[src/rtl/spi_dec_pkg.sv]
package spi_dec_pkg;

  localparam int FRAME_W  = 32;
  localparam int ADDR_W   = 5;
  localparam int OFF_W    = 5;
  localparam int DATA_W   = 16;
  localparam int FLAG_W   = 5;

  localparam int RW_BIT   = FRAME_W - 1;
  localparam int ADDR_LSB = RW_BIT - ADDR_W;
  localparam int OFF_LSB  = ADDR_LSB - OFF_W;
  localparam int GAP_W    = OFF_LSB - DATA_W;
  localparam int CNT_W    = $clog2(FRAME_W + 2);

  localparam logic [ADDR_W-1:0] MB_ADDR    = '0;
  localparam logic [ADDR_W-1:0] BCAST_ADDR = '1;
  localparam logic [ADDR_W-1:0] LAST_FE    = ADDR_W'(25);

  typedef enum logic [OFF_W-1:0] {
    OFF_CTRL = OFF_W'(0),
    OFF_STAT = OFF_W'(1),
    OFF_MASK = OFF_W'(2),
    OFF_CFG  = OFF_W'(3)
  } reg_off_e;

  typedef struct packed {
    logic              wr;
    logic [ADDR_W-1:0] addr;
    logic [OFF_W-1:0]  off;
    logic [GAP_W-1:0]  spare;
    logic [DATA_W-1:0] data;
  } frame_t;

  function automatic frame_t split_frame(input logic [FRAME_W-1:0] w);
    frame_t f;
    f.wr    = w[RW_BIT];
    f.addr  = w[RW_BIT-1 -: ADDR_W];
    f.off   = w[ADDR_LSB-1 -: OFF_W];
    f.spare = w[OFF_LSB-1 -: GAP_W];
    f.data  = w[DATA_W-1:0];
    return f;
  endfunction

endpackage

[src/rtl/spi_frame_rx.sv]
module spi_frame_rx
  import spi_dec_pkg::*;
(
  input  logic               clk,
  input  logic               rst_n,
  input  logic               sclk,
  input  logic               cs_n,
  input  logic               mosi,
  output logic [FRAME_W-1:0] frame_q,
  output logic               commit,
  output logic               cs_fall,
  output logic               cs_rise,
  output logic               sclk_fall
);

  localparam int SYNC_D = 3;
  localparam logic [CNT_W-1:0] CNT_FULL = CNT_W'(FRAME_W);
  localparam logic [CNT_W-1:0] CNT_MAX  = CNT_W'(FRAME_W + 1);

  logic [SYNC_D-1:0] sclk_p, cs_p;
  logic [SYNC_D-2:0] mosi_p;
  logic [CNT_W-1:0]  bit_cnt;
  logic              sclk_rise, cs_low;

  always_ff @(posedge clk or negedge rst_n) begin
    if (!rst_n) begin
      sclk_p <= '0;
      cs_p   <= '1;
      mosi_p <= '0;
    end else begin
      sclk_p <= {sclk_p[SYNC_D-2:0], sclk};
      cs_p   <= {cs_p[SYNC_D-2:0], cs_n};
      mosi_p <= {mosi_p[SYNC_D-3:0], mosi};
    end
  end

  assign sclk_rise = sclk_p[SYNC_D-2] & ~sclk_p[SYNC_D-1];
  assign sclk_fall = ~sclk_p[SYNC_D-2] & sclk_p[SYNC_D-1];
  assign cs_rise   = cs_p[SYNC_D-2] & ~cs_p[SYNC_D-1];
  assign cs_fall   = ~cs_p[SYNC_D-2] & cs_p[SYNC_D-1];
  assign cs_low    = ~cs_p[SYNC_D-2];

  always_ff @(posedge clk or negedge rst_n) begin
    if (!rst_n) begin
      frame_q <= '0;
      bit_cnt <= '0;
    end else if (cs_fall) begin
      bit_cnt <= '0;
    end else if (cs_low && sclk_rise) begin
      frame_q <= {frame_q[FRAME_W-2:0], mosi_p[SYNC_D-2]};
      if (bit_cnt != CNT_MAX) bit_cnt <= bit_cnt + 1'b1;
    end
  end

  assign commit = cs_rise && (bit_cnt == CNT_FULL);

endmodule

[src/rtl/spi_reg_bank.sv]
module spi_reg_bank
  import spi_dec_pkg::*;
(
  input  logic               clk,
  input  logic               rst_n,
  input  logic               commit,
  input  logic [FRAME_W-1:0] frame_w,
  input  logic [ADDR_W-1:0]  node_id,
  input  logic [FLAG_W-1:0]  mb_flags,
  input  logic [DATA_W-1:0]  fe_status,
  input  logic               cfg_ready,
  output logic [DATA_W-1:0]  ctrl_q,
  output logic [DATA_W-1:0]  mask_q,
  output logic               cfg_valid,
  output logic [DATA_W-1:0]  cfg_data,
  output logic               rsp_load,
  output logic [FRAME_W-1:0] rsp_word
);

  localparam int FLAG_PAD = DATA_W - FLAG_W;

  frame_t            fr;
  logic              is_mb, is_fe, hit_own, hit_bc, wr_en;
  logic              slot_free, cfg_take;
  logic [DATA_W-1:0] cfg_last, stat_word, rd_data;
  logic              spare_unused;

  assign fr           = split_frame(frame_w);
  assign spare_unused = ^fr.spare;

  assign is_mb   = (node_id == MB_ADDR);
  assign is_fe   = !is_mb && (node_id <= LAST_FE);
  assign hit_own = (fr.addr == node_id) && (node_id != BCAST_ADDR);
  assign hit_bc  = (fr.addr == BCAST_ADDR) && is_fe;
  assign wr_en   = commit && fr.wr && (hit_own || hit_bc);

  // Status word layout depends on the node's role.
  generate
    if (FLAG_PAD > 0) begin : g_pad
      assign stat_word = is_mb ? {mb_flags, {FLAG_PAD{1'b0}}} : fe_status;
    end else begin : g_nopad
      assign stat_word = is_mb ? mb_flags[FLAG_W-1 -: DATA_W] : fe_status;
    end
  endgenerate

  always_comb begin
    rd_data = '0;
    case (fr.off)
      OFF_CTRL: rd_data = ctrl_q;
      OFF_STAT: rd_data = stat_word;
      OFF_MASK: rd_data = is_mb ? '0 : mask_q;
      OFF_CFG:  rd_data = is_mb ? '0 : cfg_last;
      default:  rd_data = '0;
    endcase
  end

  assign rsp_load = commit && !fr.wr && hit_own;
  assign rsp_word = {1'b0, fr.addr, fr.off, {GAP_W{1'b0}}, rd_data};

  always_ff @(posedge clk or negedge rst_n) begin
    if (!rst_n) begin
      ctrl_q <= '0;
      mask_q <= '0;
    end else if (wr_en) begin
      if (fr.off == OFF_CTRL)           ctrl_q <= fr.data;
      if (fr.off == OFF_MASK && !is_mb) mask_q <= fr.data;
    end
  end

  // One-entry stream slot: a slot draining this edge counts as free.
  assign slot_free = !cfg_valid || cfg_ready;
  assign cfg_take  = wr_en && (fr.off == OFF_CFG) && !is_mb && slot_free;

  always_ff @(posedge clk or negedge rst_n) begin
    if (!rst_n) begin
      cfg_valid <= 1'b0;
      cfg_data  <= '0;
      cfg_last  <= '0;
    end else if (cfg_take) begin
      cfg_valid <= 1'b1;
      cfg_data  <= fr.data;
      cfg_last  <= fr.data;
    end else if (cfg_valid && cfg_ready) begin
      cfg_valid <= 1'b0;
    end
  end

endmodule

[src/rtl/spi_resp_tx.sv]
module spi_resp_tx
  import spi_dec_pkg::*;
(
  input  logic               clk,
  input  logic               rst_n,
  input  logic               cs_fall,
  input  logic               cs_rise,
  input  logic               sclk_fall,
  input  logic               rsp_load,
  input  logic [FRAME_W-1:0] rsp_word,
  output logic               miso,
  output logic               miso_oe
);

  logic               pend;
  logic [FRAME_W-1:0] word_q, tx_sh;

  always_ff @(posedge clk or negedge rst_n) begin
    if (!rst_n) begin
      pend    <= 1'b0;
      word_q  <= '0;
      tx_sh   <= '0;
      miso_oe <= 1'b0;
    end else if (cs_rise) begin
      pend    <= rsp_load;
      word_q  <= rsp_word;
      miso_oe <= 1'b0;
    end else if (cs_fall) begin
      if (pend) begin
        tx_sh   <= word_q;
        miso_oe <= 1'b1;
      end
      pend <= 1'b0;
    end else if (sclk_fall && miso_oe) begin
      tx_sh <= {tx_sh[FRAME_W-2:0], 1'b0};
    end
  end

  assign miso = miso_oe & tx_sh[FRAME_W-1];

endmodule

[src/rtl/spi_node_decoder.sv]
module spi_node_decoder
  import spi_dec_pkg::*;
(
  input  logic              clk,
  input  logic              rst_n,
  input  logic [ADDR_W-1:0] node_id,
  input  logic              spi_sclk,
  input  logic              spi_cs_n,
  input  logic              spi_mosi,
  output logic              spi_miso,
  output logic              spi_miso_oe,
  input  logic [FLAG_W-1:0] mb_flags,
  input  logic [DATA_W-1:0] fe_status,
  output logic [DATA_W-1:0] ctrl_q,
  output logic [DATA_W-1:0] mask_q,
  output logic              cfg_valid,
  input  logic              cfg_ready,
  output logic [DATA_W-1:0] cfg_data
);

  logic [FRAME_W-1:0] frame_w, rsp_word;
  logic               commit, cs_fall, cs_rise, sclk_fall, rsp_load;

  spi_frame_rx u_rx (
    .clk       (clk),
    .rst_n     (rst_n),
    .sclk      (spi_sclk),
    .cs_n      (spi_cs_n),
    .mosi      (spi_mosi),
    .frame_q   (frame_w),
    .commit    (commit),
    .cs_fall   (cs_fall),
    .cs_rise   (cs_rise),
    .sclk_fall (sclk_fall)
  );

  spi_reg_bank u_regs (
    .clk       (clk),
    .rst_n     (rst_n),
    .commit    (commit),
    .frame_w   (frame_w),
    .node_id   (node_id),
    .mb_flags  (mb_flags),
    .fe_status (fe_status),
    .cfg_ready (cfg_ready),
    .ctrl_q    (ctrl_q),
    .mask_q    (mask_q),
    .cfg_valid (cfg_valid),
    .cfg_data  (cfg_data),
    .rsp_load  (rsp_load),
    .rsp_word  (rsp_word)
  );

  spi_resp_tx u_tx (
    .clk       (clk),
    .rst_n     (rst_n),
    .cs_fall   (cs_fall),
    .cs_rise   (cs_rise),
    .sclk_fall (sclk_fall),
    .rsp_load  (rsp_load),
    .rsp_word  (rsp_word),
    .miso      (spi_miso),
    .miso_oe   (spi_miso_oe)
  );

endmodule

[config.mk]
export PLATFORM = sky130hd
export DESIGN_NAME = spi_node_decoder
export DESIGN_NICKNAME = d
export VERILOG_FILES = /design/src/rtl/spi_dec_pkg.sv /design/src/rtl/spi_frame_rx.sv /design/src/rtl/spi_reg_bank.sv /design/src/rtl/spi_resp_tx.sv /design/src/rtl/spi_node_decoder.sv
export SDC_FILE = /design/constraint.sdc
export NUM_CORES = 1
export LEC_CHECK = 0
export ABC_AREA = 1
export BUFFER_PORTS_ARGS = -buffer_cell sky130_fd_sc_hd__buf_2
export CORE_MARGIN = 2
export CORE_UTILIZATION = 50
export CTS_CLUSTER_DIAMETER = 30
export CTS_CLUSTER_SIZE = 28
export DETAILED_ROUTE_END_ITERATION = 8
export GPL_TIMING_DRIVEN = 0
export PLACE_DENSITY = 0.73
export SLEW_MARGIN = 0
export SYNTH_ARGS = -nofsm -noshare
export SYNTH_HDL_FRONTEND = slang
export SYNTH_SLANG_ARGS = --single-unit
export TNS_END_PERCENT = 50
[constraint.sdc]
create_clock -name clk -period 1.8 [get_ports clk]
set_clock_uncertainty 0.1 [all_clocks]
set_input_delay 0.09 -clock clk [delete_from_list [all_inputs] [get_ports clk]]
set_output_delay 0.09 -clock clk [all_outputs]
set_load 0.01 [all_outputs]
==> metrics <==
Setup crit start=u_rx.cs_p[1]; r2r setup slk=-310 ps; area of the core=13300 sq um; worst hold path startpoint=node_id[4]; Worst Setup Start Kind=register; Max Buffers Root-to-Sink=2; Worst-Skew Late Latency=approximately 430 ps; Row Count=42; crit path max fanout=5; failing checks=setup timing; drt pass-1 iters=5; PnR worst setup slack=-307 ps; synthesized cell area=6860 sq um; Synth area leaders=dfrtp_1, nand2_1, o21ai_0; Max Clk Rate=0.475 GHz; Tcrit/Tclk final=1.17; post-route ant nets=0; drc violations=0; final core utilization=0.712; initial antenna violation count=0; Slew Limit Fails=0; met3 usage=0.0597; Worst Path Arrival=around 2400 ps; WL/cell=18.6 um; post-DP HPWL=around 12 mm; GR met1 Demand/Resource=0.370; clock sink total=between 150 and 200; sequential-to-total area share from yosys stat=0.566; cts bufs inserted=17; post-synthesis cell count=approximately 800; Reg clk slew, reported paths=60 ps; Die W=121 um; Synth Net Count=821; vias per cell=5.65; CTS tree=built; layout cells sized above 1=0.313; synth warn=0; most frequent cells in the layout=nand2_1, dfrtp_1, buf_2, inv_1, o21ai_0; minimum clock period=between 2000 and 2500 ps; Yosys cell types=39; run status=finished with violations; Hold Path Class=in2reg; Synth top area share=0.554; Slew @ Worst Pin=671 ps; Rel. slew slack=0.553; Total Routing Usage GR=0.279; Nets=989; worst hold slack=30.4 ps; largest net degree at the start of global routing=84; mean area per synthesized cell=around 8.8 sq um; H-tree depth=4; met2 Track Usage GR=0.454; Setup violations, final=83; number of global-route vias before repair=6104; largest area contributor in the netlist=dfrtp_1; worst r2r src=u_rx.cs_p[1]; synth-to-layout area growth=38.1%; Leak=4.74 nW; Root Buffer=clkbuf_16; max_cap viols=0; Seq cells post-synth=~160; Vias=6445; Required @ worst endpoint=around 2000 ps; commonest non-fill, non-tap cell in the layout=nand2_1; IO Port Bufs=82; Fin. Hold Viols=0; DIE HEIGHT=approximately 120 um; Cell Pwr Density=1070 nW/um^2; RSZ-0062 raised after global routing=true; drt first-iter violations=around 710; Max VDD drop=about 0.75 mV; first-pass GRT wire length=31.3 mm; crit path capture type=register; die area=approximately 15000 sq um; GPL Wtd Cong=0.919; WL final=21.2 mm; kind of critical path=reg2reg; # IOs=83; starting density of the core=0.516; Antenna Cells=0; busiest metal layer after global routing=met2; GR Overflow Total=0
## timing repair
item                                    4_1_cts  5_1_grt
hold buffers                                 22        0
setup buffers                                18       19
hold endpoints to repair                     86        0
endpoints found under the setup margin      133      142
pin swaps                                    13       14
cloned                                        4        5
resized for setup                           104      128
## logic make-up (layout without fill, tap and decap cells)
| logic type | after synthesis | after routing | share of synthesized area |
|---|---|---|---|
| and+or+nand+nor | 349 | 351 | 0.220 |
| adders and majority gates | 5 | 5 | 0.00912 |
| DFF | 155 | 155 | 0.566 |
| AOI/OAI and AO/OA | 164 | 164 | 0.135 |
| buffers and inverters | 109 | 288 | 0.0666 |
| xor gates and xnor gates | 1 | 1 | 0.00128 |
| muxes | 1 | 1 | 0.00164 |
## path summary, 6_finish.rpt
path | depth (start not counted) | endpoint
worst max-delay path | 10 | u_regs.ctrl_q[12]
worst min-delay path | 4 | u_tx.pend
worst max register to register | 10 | u_regs.ctrl_q[12]
worst min register to register | 0 | u_rx.sclk_p[1]
max in group asynchronous | 3 | u_tx.word_q[12]
min in group asynchronous | 2 | u_regs.mask_q[3]
## power breakdown
| part | internal [mW] | total (mW) | switching (mW) |
|---|---|---|---|
| clock | 2.21 | 3.64 | 1.43 |
| sequential | 4.06 | 4.60 | 0.533 |
| combinational | 0.764 | 1.91 | 1.15 |
| total | 7.04 | 10.1 | 3.11 |
## cell usage after synthesis (all sizes together)
master	instances
buf	16
inv	71
nand2	238
a31oi	24
a41oi	5
a21oi	24
nor3	3
o211ai	6
nand3	28
dfrtp	152
nand4	20
o31ai	1
clkbuf	22
xnor2	1
ha	5
nand3b	1
o22ai	4
a31o	1
a211oi	1
mux2	1
a22oi	2
dfstp	3
nor2	59
o21ai	96
## critical path, stage by stage, from the launching register on
cell and delay, ps:
dfstp_2 560, ha_4 140, nand4_1 210, nor2_4 250, buf_12 140, nand2_8 90, nor2_8 160, buf_12 140
buf_8 110, nand2_2 40, nand2_1 80
## stage by stage
| step | power [mW] | instances | setup TNS (ps) | cell area [sq um] | setup slack (ps) |
|---|---|---|---|---|---|
| 2_1_floorplan | 5.43 | 784 | -174 | 6870 | -16.5 |
| 3_3_place_gp | 5.89 | 1042 | -295660 | 7500 | -1740 |
| 3_5_place_dp | 5.96 | 1043 | -33310 | 7530 | -419 |
| 4_1_cts | 9.71 | 1119 | -9200 | 8910 | -236 |
| 5_1_grt | 10.6 | 1141 | -19230 | 9470 | -346 |
| 6_report | 10.1 | 1141 | -14200 | 9470 | -307 |
## flip-flops by register name (all words and copies together), names as in the netlist
signal	flops
u_rx.bit_cnt	6
u_rx.mosi_p	2
u_rx.sclk_p	3
u_tx.miso_oe	1
u_tx.tx_sh	32
u_regs.ctrl_q	16
u_regs.cfg_valid	1
u_regs.cfg_data	16
u_rx.cs_p	3
u_tx.pend	1
u_rx.frame_q	32
u_regs.mask_q	16
u_tx.word_q	26
## metal layers
layer	share of wire	vias to the layer above
met5	0	-
met4	0.032	0
met3	0.067	62
met2	0.50	342
met1	0.41	3118
li1	-	2923
## cell type report
| cell class | instances | area, sq um |
|---|---|---|
| multi-input combinational | 522 | 2970 |
| timing repair buffer | 149 | 1180 |
| clock buffer | 20 | 447 |
| sequential | 155 | 3880 |
| tap | 176 | 220 |
| inverter | 71 | 282 |
| clock inverter | 12 | 148 |
| buffer | 36 | 340 |
| fill | 942 | 3820 |
Power figures use the tool's default switching activity.
